`src/rtl/mute_timer_pkg.sv`:
```
package mute_timer_pkg;
  // Strobes issued by the control to the counting datapath
  typedef struct packed {
    logic restart;  // accepted level change: clear count, (re)start interval
    logic advance;  // count one oscillator transition
    logic finish;   // the counted transition was the last one
  } muteStrobes_t;
endpackage

```
`src/rtl/bit_sync.sv`:
```
module bit_sync #(
  parameter int STAGES = 2
) (
  input  logic clk,
  input  logic rstN,
  input  logic din,
  output logic dout
);
  logic [STAGES-1:0] pipe;

  // Reset preloads the chain with the live level so no false edge follows
  always_ff @(posedge clk) begin
    if (!rstN) pipe <= {STAGES{din}};
    else       pipe <= {pipe[STAGES-2:0], din};
  end

  assign dout = pipe[STAGES-1];
endmodule

```
`src/rtl/level_deglitch.sv`:
```
module level_deglitch #(
  parameter int DEGLITCH_CYCLES = 2000,
  parameter int SYNC_STAGES     = 2
) (
  input  logic clk,
  input  logic rstN,
  input  logic rawLevel,
  output logic syncLevel,
  output logic filtered,
  output logic changeNow
);
  localparam int HOLD_W = (DEGLITCH_CYCLES > 2) ? $clog2(DEGLITCH_CYCLES) : 1;
  localparam logic [HOLD_W-1:0] HOLD_LAST = HOLD_W'(DEGLITCH_CYCLES - 1);

  logic [HOLD_W-1:0] holdCnt;

  bit_sync #(.STAGES(SYNC_STAGES)) u_rawSync (
    .clk (clk),
    .rstN(rstN),
    .din (rawLevel),
    .dout(syncLevel)
  );

  assign changeNow = (syncLevel != filtered) && (holdCnt == HOLD_LAST);

  always_ff @(posedge clk) begin
    if (!rstN) begin
      filtered <= rawLevel;
      holdCnt  <= '0;
    end else if (syncLevel == filtered) begin
      holdCnt  <= '0;
    end else if (changeNow) begin
      filtered <= syncLevel;
      holdCnt  <= '0;
    end else begin
      holdCnt  <= holdCnt + 1'b1;
    end
  end
endmodule

```
`src/rtl/mute_datapath.sv`:
```
module mute_datapath
  import mute_timer_pkg::*;
#(
  parameter int OSC_TRANSITIONS = 10,
  parameter int SYNC_STAGES     = 2,
  localparam int CNT_W          = $clog2(OSC_TRANSITIONS)
) (
  input  logic             clk,
  input  logic             rstN,
  input  logic             oscLevel,
  input  muteStrobes_t     strobes,
  output logic             oscEdge,
  output logic             atLastCount,
  output logic [CNT_W-1:0] transCount
);
  localparam logic [CNT_W-1:0] LAST_COUNT = CNT_W'(OSC_TRANSITIONS - 1);

  logic oscSync;
  logic oscPrev;

  bit_sync #(.STAGES(SYNC_STAGES)) u_oscSync (
    .clk (clk),
    .rstN(rstN),
    .din (oscLevel),
    .dout(oscSync)
  );

  always_ff @(posedge clk) begin
    if (!rstN) oscPrev <= oscLevel;
    else       oscPrev <= oscSync;
  end

  // Both polarities of the oscillator count as one transition
  assign oscEdge     = oscSync ^ oscPrev;
  assign atLastCount = (transCount == LAST_COUNT);

  always_ff @(posedge clk) begin
    if (!rstN)                                transCount <= '0;
    else if (strobes.restart || strobes.finish) transCount <= '0;
    else if (strobes.advance)                 transCount <= transCount + 1'b1;
  end
endmodule

```
`src/rtl/mute_ctrl.sv`:
```
module mute_ctrl
  import mute_timer_pkg::*;
(
  input  logic         clk,
  input  logic         rstN,
  input  logic         levelChange,
  input  logic         oscEdge,
  input  logic         atLastCount,
  output muteStrobes_t strobes,
  output logic         muting
);
  // A level change outranks any transition counted in the same cycle
  always_comb begin
    strobes.restart = levelChange;
    strobes.advance = muting && oscEdge && !levelChange;
    strobes.finish  = muting && oscEdge && !levelChange && atLastCount;
  end

  always_ff @(posedge clk) begin
    if (!rstN)               muting <= 1'b0;
    else if (strobes.restart) muting <= 1'b1;
    else if (strobes.finish)  muting <= 1'b0;
  end
endmodule

```
`src/rtl/supply_mute_timer.sv`:
```
module supply_mute_timer
  import mute_timer_pkg::*;
#(
  parameter int DEGLITCH_CYCLES = 2000,  // 16 us at 125 MHz
  parameter int OSC_TRANSITIONS = 10,
  parameter int SYNC_STAGES     = 2
) (
  input  logic clk,
  input  logic rstN,
  input  logic cmpRaw,
  input  logic oscLevel,
  output logic mutePullEn,
  output logic cmpFiltered,
  output logic busy
);
  localparam int CNT_W = $clog2(OSC_TRANSITIONS);

  logic             cmpSync;
  logic             levelChange;
  logic             oscEdge;
  logic             atLastCount;
  logic             muting;
  logic [CNT_W-1:0] transCount;
  muteStrobes_t     strobes;

  level_deglitch #(
    .DEGLITCH_CYCLES(DEGLITCH_CYCLES),
    .SYNC_STAGES    (SYNC_STAGES)
  ) u_deglitch (
    .clk      (clk),
    .rstN     (rstN),
    .rawLevel (cmpRaw),
    .syncLevel(cmpSync),
    .filtered (cmpFiltered),
    .changeNow(levelChange)
  );

  mute_ctrl u_ctrl (
    .clk        (clk),
    .rstN       (rstN),
    .levelChange(levelChange),
    .oscEdge    (oscEdge),
    .atLastCount(atLastCount),
    .strobes    (strobes),
    .muting     (muting)
  );

  mute_datapath #(
    .OSC_TRANSITIONS(OSC_TRANSITIONS),
    .SYNC_STAGES    (SYNC_STAGES)
  ) u_datapath (
    .clk        (clk),
    .rstN       (rstN),
    .oscLevel   (oscLevel),
    .strobes    (strobes),
    .oscEdge    (oscEdge),
    .atLastCount(atLastCount),
    .transCount (transCount)
  );

  assign mutePullEn = muting;
  assign busy       = muting;
endmodule

```
`config.mk`:
```
export PLATFORM = sky130hd
export DESIGN_NAME = supply_mute_timer
export DESIGN_NICKNAME = d
export VERILOG_FILES = /design/src/rtl/mute_timer_pkg.sv /design/src/rtl/bit_sync.sv /design/src/rtl/level_deglitch.sv /design/src/rtl/mute_datapath.sv /design/src/rtl/mute_ctrl.sv /design/src/rtl/supply_mute_timer.sv
export SDC_FILE = /design/constraint.sdc
export NUM_CORES = 1
export LEC_CHECK = 0
export BUFFER_PORTS_ARGS = -buffer_cell sky130_fd_sc_hd__buf_2
export CORE_MARGIN = 5
export CORE_UTILIZATION = 35
export CTS_CLUSTER_SIZE = 14
export DETAILED_ROUTE_END_ITERATION = 6
export SYNTH_ARGS = -nofsm -noshare
export SYNTH_HDL_FRONTEND = slang
export SYNTH_HIERARCHICAL = 1
export SYNTH_SLANG_ARGS = --single-unit
```
`constraint.sdc`:
```
create_clock -name clk -period 2.3 [get_ports clk]
set_input_delay 0.115 -clock clk [delete_from_list [all_inputs] [get_ports clk]]
set_output_delay 0.115 -clock clk [all_outputs]
set_load 0.02 [all_outputs]
```
Yosys cells after proc, flatten, opt, wreduce, memory -nomap -nowiden --
Cells that the tools add are included.
Cells by class: add/subtract/negate cells 2, equal/unequal tests 6, mux-type cells 8, bitwise logic cells 2, reductions and logical operators 10
Operators with widths (number):
- 11-bit by 1-bit adder with 11-bit output, second input constant | 1
- 11-bit equality test, second input constant | 1
- 1-bit 2-to-1 mux | 6
- 4-bit by 1-bit adder with 4-bit output, second input constant | 1
- 4-bit equality test, second input constant | 1
- 1-bit logical AND | 4
- 2-bit 2-to-1 mux | 2
- 3-bit OR reduction | 1
- 2-bit by 1-bit inequality test with 1-bit output, second input constant | 1
- 2-bit inequality test, second input constant | 1
- 2-bit AND reduction | 1
- 2-bit nonzero test | 1
- 2-bit OR reduction | 1
- 1-bit equality test | 1
- 1-bit logical NOT | 1
- 1-bit logical OR | 1
- 1-bit inequality test | 1
- 1-bit NOT | 1
- 1-bit XOR | 1
Storage, ports and cells: register bits 22, output and inout bits 3

Logic depth before layout (Yosys ltp) --
Gate-level depths: netlist (run 1).
word-level depth 7, gate-level depth with buffers 7

Cells and area by module --
Netlist (run 1), hierarchy kept.
By module, submodules not included:
- level_deglitch | times used 1, cells an instance 57, area an instance 573.0 um2
- mute_datapath | times used 1, cells an instance 24, area an instance 255.2 um2
- bit_sync | times used 2, cells an instance 3, area an instance 55.1 um2
- mute_ctrl | times used 1, cells an instance 6, area an instance 63.8 um2
- supply_mute_timer | times used 1, cells an instance 1, area an instance 7.5 um2

Worst setup path after synthesis (run 1) --
No wires, ideal clock.
path type reg-to-reg, from register u_deglitch.holdCnt[0], to register u_datapath.transCount[1], library setup time 0.079 ns, data arrival time 2.041 ns, required time 2.221 ns, setup slack 0.180 ns, cell stages (with the launch flop) 7, buffers on the path 0, cells stage by stage dfxtp_1 > ha_1 > nand3_4 > nor4_1 > and4b_2 > or3b_1 > a211oi_2
RTL lines:
- start: declaration | line level_deglitch.sv:15 | logic [HOLD_W-1:0] holdCnt;
- start signal: assignment | line level_deglitch.sv:36 | holdCnt <= holdCnt + 1'b1;
- end signal: assignment | line mute_datapath.sv:40 | else if (strobes.advance) transCount <= transCount + 1'b1;
- end: declaration | line mute_datapath.sv:14 | output logic [CNT_W-1:0] transCount

==> results of run 1 <==
-- cell usage in the layout, fill, tap and decap left out, drive strengths merged, types with 2 or more instances in the layout --
| cell | count |
|---|---|
| nor2 | 3 |
| a211oi | 7 |
| nand3 | 4 |
| dfxtp | 21 |
| inv | 2 |
| clkbuf | 4 |
| or4 | 2 |
| xnor2 | 4 |
| ha | 3 |
| nor3 | 5 |
| nand4 | 3 |
| buf | 9 |
| nand2b | 2 |
| nand2 | 3 |
| xor2 | 2 |
| dlygate4sd3 | 2 |
| o21ai | 4 |
| or3 | 4 |
| mux2 | 5 |
| o31ai | 2 |
-- flip-flops by register name, indices dropped and copies added (netlist names) --
register / flops
u_ctrl/muting: 1
u_datapath/oscPrev: 1
u_datapath/transCount: 4
u_datapath/u_oscSync/pipe: 2
u_deglitch/filtered: 1
u_deglitch/holdCnt: 11
u_deglitch/u_rawSync/pipe: 2
-- kinds of logic after synthesis --
kind of cell / count (synthesis) / share of synthesized area [%]
muxes: 5 / 6.320
and+or+nand+nor: 35 / 23.92
AOI/OAI and AO/OA: 17 / 13.14
adders and majority gates: 3 / 3.718
xor gates and xnor gates: 6 / 5.204
buffers and inverters: 6 / 3.097
DFF: 22 / 44.61
-- power by group through the flow --
stage	Clock, mW	Combinational [mW]	Sequential (mW)
floorplan	0	0.0258	0.411
global placement	0	0.0374	0.410
detailed placement	0	0.0380	0.411
CTS	0.219	0.0406	0.402
global route	0.240	0.0453	0.404
finish	0.208	0.0408	0.402
-- worst register-to-register path, cell delays in order (launching register included) --
cell and delay, ps:
dfxtp_1 390, ha_2 230, nand3_4 140, nor4_2 280
buf_4 180, and4b_2 240, or3b_1 430, a211oi_2 210
-- layer usage --
layer  global-route usage, %  vias to the layer above  wire length, µm
met2                   16.50                        5              839
li1                        -                      371                -
met5                       0                        -                0
met4                   4.675                        0                0
met1                   10.55                      333              816
met3                   2.131                        0               22
-- how the worst max path moves through the flow --
| stage | to | slack [ps] |
|---|---|---|
| 4_1_cts | u_datapath/transCount[1] | 100 |
| 2_1_floorplan | u_datapath/transCount[1] | 180 |
| 3_5_place_dp | u_datapath/transCount[1] | 120 |
| 5_1_grt | u_datapath/transCount[1] | 4 |
| 3_3_place_gp | u_datapath/transCount[1] | 170 |
| 6_report | u_datapath/transCount[1] | 130 |
-- what timing repair did --
action,in CTS,in global routing
hold buffers,2,0
setup endpoints to repair,0,2
gates resized for setup,0,2
hold endpoints to repair,2,0
buffers inserted,0,0
-- cells in the mapped netlist, types with 3 or more instances --
cell type / n / area share (%)
nand4_1: 3 / 1.9
nand2_1: 3 / 1.1
nand3_1: 3 / 1.5
mux2_2: 3 / 3.3
nor2_1: 3 / 1.1
dfxtp_1: 21 / 42
ha_1: 3 / 3.7
a211oi_2: 3 / 3.7
nor3_1: 5 / 2.5
a211oi_1: 4 / 3.0
xnor2_1: 4 / 3.5
o21ai_0: 4 / 2.0
-- through the flow --
step,cells,setup slack (ps)
after floorplan,94,179.7
after global placement,130,173.7
after detailed placement,130,116.8
after CTS,136,95.71
after global routing,136,3.974
final,136,134.6
-- layout make-up --
class	instances	area [µm²]	area share, %
Multi-Input combinational cell	66	536.8	46.99
Clock buffer	4	36.28	3.176
Inverter	2	7.507	0.6572
Tap cell	31	38.79	3.395
Sequential cell	22	450.4	39.43
Timing Repair Buffer	11	72.57	6.353
==> metrics.md, run 1 <==
| Metric | Value |
|---|---|
| Status | `finished, final reports clean` |
| Average size of a mapped cell | `between 10 and 15 µm²` |
| PortBufs | `6` |
| FF-to-FF Start | `u_deglitch/holdCnt[0]` |
| Seq pwr share | `61.8%` |
| Core area | `2758 µm²` |
| Setup violations, final | `0` |
| Worst-Margin Slew | `~470 ps` |
| Initial antenna violation count | `0` |
| CP bufs+invs | `1` |
| Syn Std Cell Area | `between 1000 and 1500 µm²` |
| Vias in the first global route | `714` |
| DP Wirelength | `roughly 1300 µm` |
| Tmin final | `2165 ps` |
| Tot Pwr | `651.0 µW` |
| CTS Buf Count | `3` |
| Clk pwr share | `32.0%` |
| Remaining global-route overflow | `0` |
| Post-synthesis sequential area ratio | `~45%` |
| Worst Hold Launch | `rstN` |
| Clock latency on the worst-skew pair | `around 300 ps` |
| # diodes | `0` |
| Router iterations before antenna repair | `4` |
| Fin. Hold Viols | `0` |
| Peak VDD IR | `373.9 µV` |
| MaxCap Viol Count | `0` |
| FF-to-FF End | `u_datapath/transCount[1]` |
| Period Utilization, post-route | `94.15%` |
| Tightest Hold Check Type | `input pin to flop` |
| Startpoint Class | `flop` |
| R2R Setup Slk | `130 ps` |
| Crit-path slowest cell | `or3b_1` |
| Final Cell Area | `roughly 1100 µm²` |
| DR WL/cell | `12.34 µm` |
| Top_reg_cell synth | `dfxtp_1` |
| Combinational share of power | `6.3%` |
| Number of synthesized flops with an enable pin | `1` |
| CP cell instances | `ha_2, nand3_4, nor4_2, buf_4, and4b_2, or3b_1, a211oi_2` |
| H-tree Lvls | `1` |
| Library cells used by synthesis | `39` |
| Syn Inst Count | `94` |
| Die X-Extent | `63.71 µm` |
| Rows | `19` |
| Int Pwr | `just over 500 µW` |
| Starting Density | `a little over a third` |
| Family with the most delay on the worst path | `simple AND/OR/NAND/NOR gates` |
| Worst setup startpoint | `u_deglitch/holdCnt[0]` |
| Leakage | `0.3920 nW` |
| Crit path depth | `7` |
| Share of layout cells above drive strength 1 | `29.52%` |
| CTS max path bufs | `2` |
| Yosys Warn Count | `6` |
| Final Core Density | `41.42%` |
| CP max stage delay | `around 430 ps` |
| TritonCTS clock tree | `yes` |
| NetSw | `roughly 140 µW` |
| Total negative slack | `0 ps` |
| Chip height | `between 60 and 70 µm` |
| Sw frac | `around a fifth` |
| RSZ-0062 raised after global routing | `false` |
| Pin count of the biggest net entering global routing | `13` |
| Maximum fanout along the worst path | `9` |
| Avg Vias per Cell | `5.213` |
| Iteration-0 DRC count of the detailed router | `10` |
| GPL Wtd Cong | `0.7327` |
| I/O pin cnt | `7` |
| Clock sink count | `22` |
| Power Density | `569.9 nW/µm²` |
| Yosys reg bits | `22` |
| P&R area growth vs syn | `13.14%` |
| Syn_nets | `101` |
| DRC viols | `0` |
| Clock Pin Slew Worst Setup and Hold Paths | `120 ps` |
| Antenna viol nets, final | `0` |
| First-pass GRT wire length | `3077 µm` |
| Cells on worst reg2reg path | `7` |
| Full die area | `4059 µm²` |
| Fin Hold WS | `around 140 ps` |
| # fillers | `269` |
| Async set or reset register ratio after synthesis | `0%` |
| Via Count | `709` |
| WP data required | `2530 ps` |
| Max-slew violation count | `0` |
| Worst hold endpoint | `u_ctrl/muting` |
| Clk_skew | `around 2.6 ps` |
| Fmax | `between 0.4 and 0.5 GHz` |
| Setup CP Type | `flop to flop` |
| Final-stage net count | `roughly 110` |
| CP Capture Type | `flop` |
| Hold-critical path depth | `2` |
| DP Area | `between 1000 and 1500 µm²` |
| CP arrival | `2400 ps` |
| All-Layer GR Usage | `9.399%` |
| WL final | `~1700 µm` |
| CTS root buf | `clkbuf_4` |
| Slew headroom | `68.77%` |
No activity file was read; power rests on OpenSTA's default activity.
==> run 2: changes to the inputs <==
--- a/config.mk
+++ b/config.mk
@@ -5,6 +5,7 @@
 export SDC_FILE = /design/constraint.sdc
 export NUM_CORES = 1
 export LEC_CHECK = 0
+export ABC_AREA = 1
 export BUFFER_PORTS_ARGS = -buffer_cell sky130_fd_sc_hd__buf_2
 export CORE_MARGIN = 5
 export CORE_UTILIZATION = 35
==> metrics.md, run 2 <==
| Metric | Value |
|---|---|
| Status | `finished, final reports clean (unchanged)` |
| Count of cells resized by post-cts repair | `0 (unchanged)` |
| Tightest Hold Check Type | `input pin to flop (unchanged)` |
| Syn_nets | `148 (was 101)` |
| Vias in the first global route | `791 (was 714)` |
| H-tree Lvls | `1 (unchanged)` |
| Maximum fanout along the worst path | `4 (was 9)` |
| Pin count of the biggest net entering global routing | `13 (unchanged)` |
| Total negative slack | `0 ps (unchanged)` |
| Router iterations before antenna repair | `4 (unchanged)` |
| Clock Pin Slew Worst Setup and Hold Paths | `120 ps (about the same)` |
| RSZ-0062 raised after global routing | `false (unchanged)` |
| Async set or reset register ratio after synthesis | `0% (unchanged)` |
| Yosys Warn Count | `6 (unchanged)` |
| Biggest regs | `u_deglitch/holdCnt (11), u_datapath/transCount (4) (unchanged)` |
| DRC viols | `0 (unchanged)` |
| Most common cell after layout, fill and taps aside | `nand2_1 (was dfxtp_1)` |
| Area share of the largest cell type after synthesis | `40.10% (was 41.64%)` |
| Fmax | `0.5197 GHz (was 0.4618 GHz)` |
| Worst setup startpoint | `u_deglitch/holdCnt[0] (unchanged)` |
| Die X-Extent | `64.74 µm (was 63.71 µm)` |
| Mux cell area share after synthesis | `1.074% (was 6.320%)` |
| Syn Std Cell Area | `1049 µm² (was 1010 µm²)` |
| I/O pin cnt | `7 (unchanged)` |
| Avg Vias per Cell | `4.392 (was 5.213)` |
| CTS max path bufs | `2 (unchanged)` |
| Period Utilization, post-route | `83.66% (was 94.15%)` |
| Library cells used by synthesis | `24 (was 39)` |
| Fin. Hold Viols | `0 (unchanged)` |
| FF-to-FF End | `u_datapath/transCount[2] (was u_datapath/transCount[1])` |
| Tmin final | `1924 ps (was 2165 ps)` |
| Startpoint Class | `flop (unchanged)` |
| DR WL/cell | `8.890 µm (was 12.34 µm)` |
| Final Cell Area | `1147 µm² (was 1142 µm²)` |
| Max-slew violation count | `0 (unchanged)` |
| Number of synthesized flops with an enable pin | `1 (unchanged)` |
| Setup violations, final | `0 (unchanged)` |
| Top_reg_cell synth | `dfxtp_1 (unchanged)` |
| Final-stage net count | `158 (was 113)` |
| Power Density | `569.1 nW/µm² (was 569.9 nW/µm²)` |
| Fin Hold WS | `127.5 ps (was 136.4 ps)` |
| Syn Inst Count | `141 (was 94)` |
| # fillers | `315 (was 269)` |
| Pre-CTS WS | `412.8 ps (was 116.8 ps)` |
| Top reg by flops | `u_deglitch/holdCnt (unchanged)` |
| Remaining global-route overflow | `0 (unchanged)` |
| Leakage | `0.5028 nW (was 0.3920 nW)` |
| Largest cells by area after synthesis | `dfxtp_1 40%, nand2_1 14%, nor2_1 8.2% (was dfxtp_1 42%, a211oi_2 3.7%, ha_1 3.7%)` |
| WL final | `1609 µm (was 1678 µm)` |
| TritonCTS clock tree | `yes (unchanged)` |
| Clock latency on the worst-skew pair | `300 ps (about the same)` |
| XOR/XNOR Fraction of Synth Area | `5.847% (was 5.204%)` |
| Synth Area in Simple Gates | `34.73% (was 23.92%)` |
| CTS root buf | `clkbuf_4 (unchanged)` |
| Clk_skew | `1.569 ps (was 2.603 ps)` |
| Area of the multi-input gates | `489.2 µm² (was 536.8 µm²)` |
| Clock sink count | `22 (unchanged)` |
| Slew headroom | `73.00% (was 68.77%)` |
| Register area | `450.4 µm² (unchanged)` |
| Final Core Density | `40.90% (was 41.42%)` |
| Most instantiated cells after synthesis | `39 x nand2_1, 23 x nor2_1, 21 x dfxtp_1, 21 x inv_1, 7 x nand3_1 (was 21 x dfxtp_1, 5 x nor3_1, 4 x a211oi_1, 4 x o21ai_0, 4 x xnor2_1)` |
| Chip height | `64.74 µm (was 63.71 µm)` |
| DP Wirelength | `1238 µm (was 1254 µm)` |
| Average size of a mapped cell | `7.436 µm² (was 10.74 µm²)` |
| Setup CP Type | `flop to flop (unchanged)` |
| Worst-Margin Slew | `401.9 ps (was 468.4 ps)` |
| Max reg flops | `11 (unchanged)` |
| Iteration-0 DRC count of the detailed router | `26 (was 10)` |
| Rows | `19 (unchanged)` |
| Post-Synth Adder-Cell Area | `3.580% (was 3.717%)` |
| Largest family of logic cells by synthesized area | `simple AND/OR/NAND/NOR gates (unchanged)` |
| Via Count | `795 (was 709)` |
| Yosys reg bits | `22 (unchanged)` |
| Initial antenna violation count | `0 (unchanged)` |
| Antenna viol nets, final | `0 (unchanged)` |
| Last element of the critical path | `u_datapath/transCount[2] (was u_datapath/transCount[1])` |
| Post-synthesis sequential area ratio | `42.96% (was 44.61%)` |
| Dominant cell type by area after synthesis | `dfxtp_1 (unchanged)` |
| GPL Wtd Cong | `0.7562 (was 0.7327)` |
| FF-to-FF Start | `u_deglitch/holdCnt[0] (unchanged)` |
| Most common cell in the netlist | `nand2_1 (was dfxtp_1)` |
| First-pass GRT wire length | `3160 µm (was 3077 µm)` |
| PortBufs | `6 (unchanged)` |
| P&R area growth vs syn | `9.427% (was 13.14%)` |
| MaxCap Viol Count | `0 (unchanged)` |
| CTS Buf Count | `3 (unchanged)` |
| # diodes | `0 (unchanged)` |
| All-Layer GR Usage | `9.242% (was 9.399%)` |
| CP Capture Type | `flop (unchanged)` |
| Full die area | `4191 µm² (was 4059 µm²)` |
| CP arrival | `2170 ps (was 2400 ps)` |
| Starting Density | `37.38% (was 36.62%)` |
| Compound-Gate Fraction of Synth Area | `1.432% (was 13.14%)` |
| R2R Setup Slk | `380 ps (was 130 ps)` |
| Core area | `2805 µm² (was 2758 µm²)` |
| Final critical-path setup slack | `375.7 ps (was 134.6 ps)` |
| Most frequent cells in the layout | `39 x nand2_1, 23 x nor2_1, 21 x inv_1, 21 x dfxtp_1, 7 x nand3_1 (was 21 x dfxtp_1, 6 x buf_2, 5 x nor3_1)` |
| DP Area | `1091 µm² (was 1077 µm²)` |
| Cells on worst reg2reg path | `13 (was 7)` |
| Share of layout cells above drive strength 1 | `13.33% (was 29.52%)` |
| WP data required | `2550 ps (was 2530 ps)` |
| Peak VDD IR | `304.0 µV (was 373.9 µV)` |
## run 2: changes by cell type in the layout (fill, tap and decap cells not counted), moves of 4 or more
| cell | change |
|---|---|
| nor2_1 | +20 |
| nand2_1 | +36 |
| nand3_1 | +4 |
| nor3_1 | -4 |
| a211oi_1 | -4 |
| inv_1 | +19 |
## run 2: timing repair
action | 4_1_cts | 5_1_grt
endpoints found under the setup margin | 0 | 0
buffers inserted | 0 | 0
endpoints found under the hold margin | 2 | 0
hold buffers | 2 | 0
## run 2: worst max-delay path, cell delays in order (launching register included)
cell	delay (ps)
dfxtp_1	380
ha_1	210
nand3_2	130
inv_1	110
nand2_1	50
nor3_1	320
inv_1	80
nand4_1	110
inv_1	50
nor2_1	90
nand2_1	90
clkinv_1	90
nand2_1	60
nor2_1	90
## run 2: how the worst min path moves through the flow
stage | endpoint | start | slack (ps) | cells after the start
3_3_place_gp | u_deglitch/u_rawSync/pipe[0] | cmpRaw | 250 | 1
2_1_floorplan | u_datapath/u_oscSync/pipe[0] | oscLevel | 140 | 0
6_report | u_datapath/oscPrev | rstN | 130 | 3
3_5_place_dp | u_deglitch/u_rawSync/pipe[0] | cmpRaw | 250 | 1
4_1_cts | u_datapath/oscPrev | rstN | 120 | 3
5_1_grt | u_datapath/u_oscSync/pipe[1] | rstN | 140 | 3
## run 2: per-stage QoR
stage	power, mW	cells
2_1_floorplan	0.4396	141
3_3_place_gp	0.4472	175
3_5_place_dp	0.4491	175
4_1_cts	0.6672	181
5_1_grt	0.6935	181
6_report	0.6529	181
## run 2: cell families (layout without fill, tap and decap cells)
kind of cell / after synthesis / in the layout
buffers and inverters: 25 / 34
adder cells (fa/ha/maj): 3 / 3
AND/OR/NAND/NOR: 80 / 80
AO/OA/AOI/OAI: 3 / 3
flip-flops: 22 / 22
multiplexers: 1 / 1
XOR/XNOR: 7 / 7
## run 2: cell type report
type | count | share of cell area (%)
clock buffer | 4 | 3.162
inverter | 22 | 7.197
multi-input combinational | 94 | 42.64
sequential | 22 | 39.26
tap | 31 | 3.381
timing repair buffer | 8 | 4.362
## run 2: where the power goes
| part | internal [mW] | switching (mW) |
|---|---|---|
| Sequential | 0.395 | 0.00611 |
| Combinational | 0.0172 | 0.0240 |
| Clock | 0.0965 | 0.114 |
## run 2: layer usage
layer  GRT usage, %  up-vias  part of all wire [%]
met2          14.43        9                    44
met1          11.70      345                    51
met5              0        -                     0
met3          1.900        2                   4.2
met4          5.541        0                  0.62
li1               -      439                     -
==> run 3: changes to the inputs <==
==> constraint.sdc (replaced) <==
create_clock -name clk -period 1.95 [get_ports clk]
set_input_delay 0.0975 -clock clk [delete_from_list [all_inputs] [get_ports clk]]
set_output_delay 0.0975 -clock clk [all_outputs]
set_load 0.02 [all_outputs]
==> metrics.md, run 3 (synthesis results as in run 2) <==
| Metric | Value |
|---|---|
| Clk pwr share | `28.4% (was 32.2%)` |
| FF-to-FF Start | `u_deglitch/holdCnt[0] (unchanged)` |
| Startpoint Class | `flop (unchanged)` |
| Initial antenna violation count | `0 (unchanged)` |
| Clock sink count | `22 (unchanged)` |
| RSZ-0062 raised after global routing | `false (unchanged)` |
| Cell Count Post-Placement | `175 (unchanged)` |
| Setup violations, final | `0 (unchanged)` |
| CP arrival | `1930 ps (was 2170 ps)` |
| DP Wirelength | `1205 µm (was 1238 µm)` |
| CP Capture Type | `flop (unchanged)` |
| Rows | `19 (unchanged)` |
| First-pass GRT wire length | `3036 µm (was 3160 µm)` |
| DRC viols | `0 (unchanged)` |
| Via Count | `800 (was 795)` |
| Total negative slack | `0 ps (unchanged)` |
| Combinational share of power | `7.0% (was 6.3%)` |
| MaxCap Viol Count | `0 (unchanged)` |
| R2R Setup Slk | `260 ps (was 380 ps)` |
| Last element of the critical path | `u_datapath/transCount[2] (unchanged)` |
| Final Cell Area | `1154 µm² (was 1147 µm²)` |
| Share of layout cells above drive strength 1 | `15.33% (was 13.33%)` |
| WL final | `1573 µm (was 1609 µm)` |
| NetSw | `165.4 µW (was 144.1 µW)` |
| Post CTS Setup Buffer Count | `0 (unchanged)` |
| DP Area | `1091 µm² (unchanged)` |
| DR WL/cell | `8.691 µm (was 8.890 µm)` |
| Starting Density | `37.38% (unchanged)` |
| Most frequent cells in the layout | `39 x nand2_1, 23 x nor2_1, 21 x inv_1, 19 x dfxtp_1, 7 x nand3_1 (was 39 x nand2_1, 23 x nor2_1, 21 x inv_1, 21 x dfxtp_1, 7 x nand3_1)` |
| Seq pwr share | `64.6% (was 61.4%)` |
| Leakage | `0.5033 nW (was 0.5028 nW)` |
| Fmax | `0.5926 GHz (was 0.5197 GHz)` |
| Most common cell after layout, fill and taps aside | `nand2_1 (unchanged)` |
| Remaining global-route overflow | `0 (unchanged)` |
| Biggest regs | `u_deglitch/holdCnt (11), u_datapath/transCount (4) (unchanged)` |
| FF-to-FF End | `u_datapath/transCount[2] (unchanged)` |
| Tightest Hold Check Type | `input pin to flop (unchanged)` |
| Maximum fanout along the worst path | `4 (unchanged)` |
| Cells on worst reg2reg path | `13 (unchanged)` |
| Slew headroom | `76.76% (was 73.00%)` |
| H-tree Lvls | `1 (unchanged)` |
| Clk_skew | `3.812 ps (was 1.569 ps)` |
| Period Utilization, post-route | `86.54% (was 83.66%)` |
| Max reg flops | `11 (unchanged)` |
| Top reg by flops | `u_deglitch/holdCnt (unchanged)` |
| Sw frac | `22.58% (was 22.07%)` |
| All-Layer GR Usage | `9.029% (was 9.242%)` |
| P&R area growth vs syn | `10.02% (was 9.427%)` |
| Clock Pin Slew Worst Setup and Hold Paths | `120 ps (about the same)` |
| Int Pwr | `567.2 µW (was 508.8 µW)` |
| Setup CP Type | `flop to flop (unchanged)` |
| Vias in the first global route | `750 (was 791)` |
| WP data required | `2190 ps (was 2550 ps)` |
| CTS Buf Count | `3 (unchanged)` |
| # fillers | `281 (was 315)` |
| Iteration-0 DRC count of the detailed router | `20 (was 26)` |
| Final-stage net count | `158 (unchanged)` |
| Post-Layout Cell Count | `181 (unchanged)` |
| Die X-Extent | `64.74 µm (unchanged)` |
| I/O pin cnt | `7 (unchanged)` |
| Tmin final | `1687 ps (was 1924 ps)` |
| Peak VDD IR | `372.2 µV (was 304.0 µV)` |
| Status | `finished, final reports clean (unchanged)` |
| Power Density | `635.1 nW/µm² (was 569.1 nW/µm²)` |
| Router iterations before antenna repair | `4 (unchanged)` |
| TritonCTS clock tree | `yes (unchanged)` |
| GPL Wtd Cong | `0.7563 (was 0.7562)` |
| Avg Vias per Cell | `4.420 (was 4.392)` |
| Worst setup startpoint | `u_deglitch/holdCnt[0] (unchanged)` |
| # diodes | `0 (unchanged)` |
| Pin count of the biggest net entering global routing | `13 (unchanged)` |
| Core area | `2805 µm² (unchanged)` |
| PortBufs | `6 (unchanged)` |
| Worst-Margin Slew | `346.0 ps (was 401.9 ps)` |
| Max-slew violation count | `0 (unchanged)` |
| Antenna viol nets, final | `0 (unchanged)` |
| Full die area | `4191 µm² (unchanged)` |
| Chip height | `64.74 µm (unchanged)` |
| CTS root buf | `clkbuf_4 (unchanged)` |
| Clock latency on the worst-skew pair | `300 ps (about the same)` |
| Fin. Hold Viols | `0 (unchanged)` |
| CTS max path bufs | `2 (unchanged)` |
[run 3: how the worst min path moves through the flow]
stage / cells after the start / slack [ps] / start / to
after CTS: 3 / 110 / rstN / u_datapath/oscPrev
final: 3 / 120 / rstN / u_datapath/oscPrev
after global placement: 1 / 230 / cmpRaw / u_deglitch/u_rawSync/pipe[0]
after floorplan: 0 / 130 / oscLevel / u_datapath/u_oscSync/pipe[0]
after global routing: 3 / 110 / rstN / u_datapath/u_oscSync/pipe[1]
after detailed placement: 1 / 230 / cmpRaw / u_deglitch/u_rawSync/pipe[0]
[run 3: area by class of cell]
class / count / area [µm²] / area share, %
Tap cell: 31 / 38.79 / 3.362
Clock buffer: 4 / 26.28 / 2.278
Timing Repair Buffer: 8 / 50.05 / 4.338
Multi-Input combinational cell: 94 / 503.0 / 43.60
Sequential cell: 22 / 452.9 / 39.26
Inverter: 22 / 82.58 / 7.158
[run 3: layer usage]
layer | share of wire, % | track usage (%) | up-vias
met1 | 52 | 11.39 | 354
met4 | 1.0 | 5.541 | 0
met2 | 42 | 13.79 | 7
li1 | - | - | 437
met5 | 0 | 0 | -
met3 | 4.6 | 2.245 | 2
[run 3: timing repair]
| item | CTS | global route |
|---|---|---|
| endpoints found under the setup margin | 0 | 4 |
| hold endpoints to repair | 3 | 0 |
| resized for setup | 0 | 5 |
| hold buffers | 2 | 0 |
[run 3: worst max-delay path, stage by stage (launching register included)]
cell      delay [ps]
dfxtp_2          360
ha_2             190
nand3_2          130
inv_1            110
nand2_1           90
nor3_4           170
inv_1             60
nand4_1           90
inv_1             50
nor2_1            90
nand2_1           80
clkinv_1          90
nand2_1           50
nor2_1            80
[run 3: power groups by stage]
stage	Clock (mW)	Sequential, mW	Combinational [mW]
2_1_floorplan	0	0.484	0.0345
3_3_place_gp	0	0.483	0.0447
5_1_grt	0.249	0.476	0.0594
3_5_place_dp	0	0.483	0.0465
4_1_cts	0.223	0.473	0.0496
6_report	0.208	0.474	0.0512
[run 3: through the flow]
stage / setup slack (ps) / power, mW / hold slack [ps] / utilization, %
floorplan: 305.4 / 0.5185 / 125.2 / -
global placement: 200.0 / 0.5274 / 228.5 / 38.89
detailed placement: 73.82 / 0.5298 / 230.6 / 38.89
CTS: 55.56 / 0.7458 / 105.2 / 40.54
global route: 33.09 / 0.7847 / 111.1 / 41.12
finish: 262.6 / 0.7326 / 119.1 / 41.12
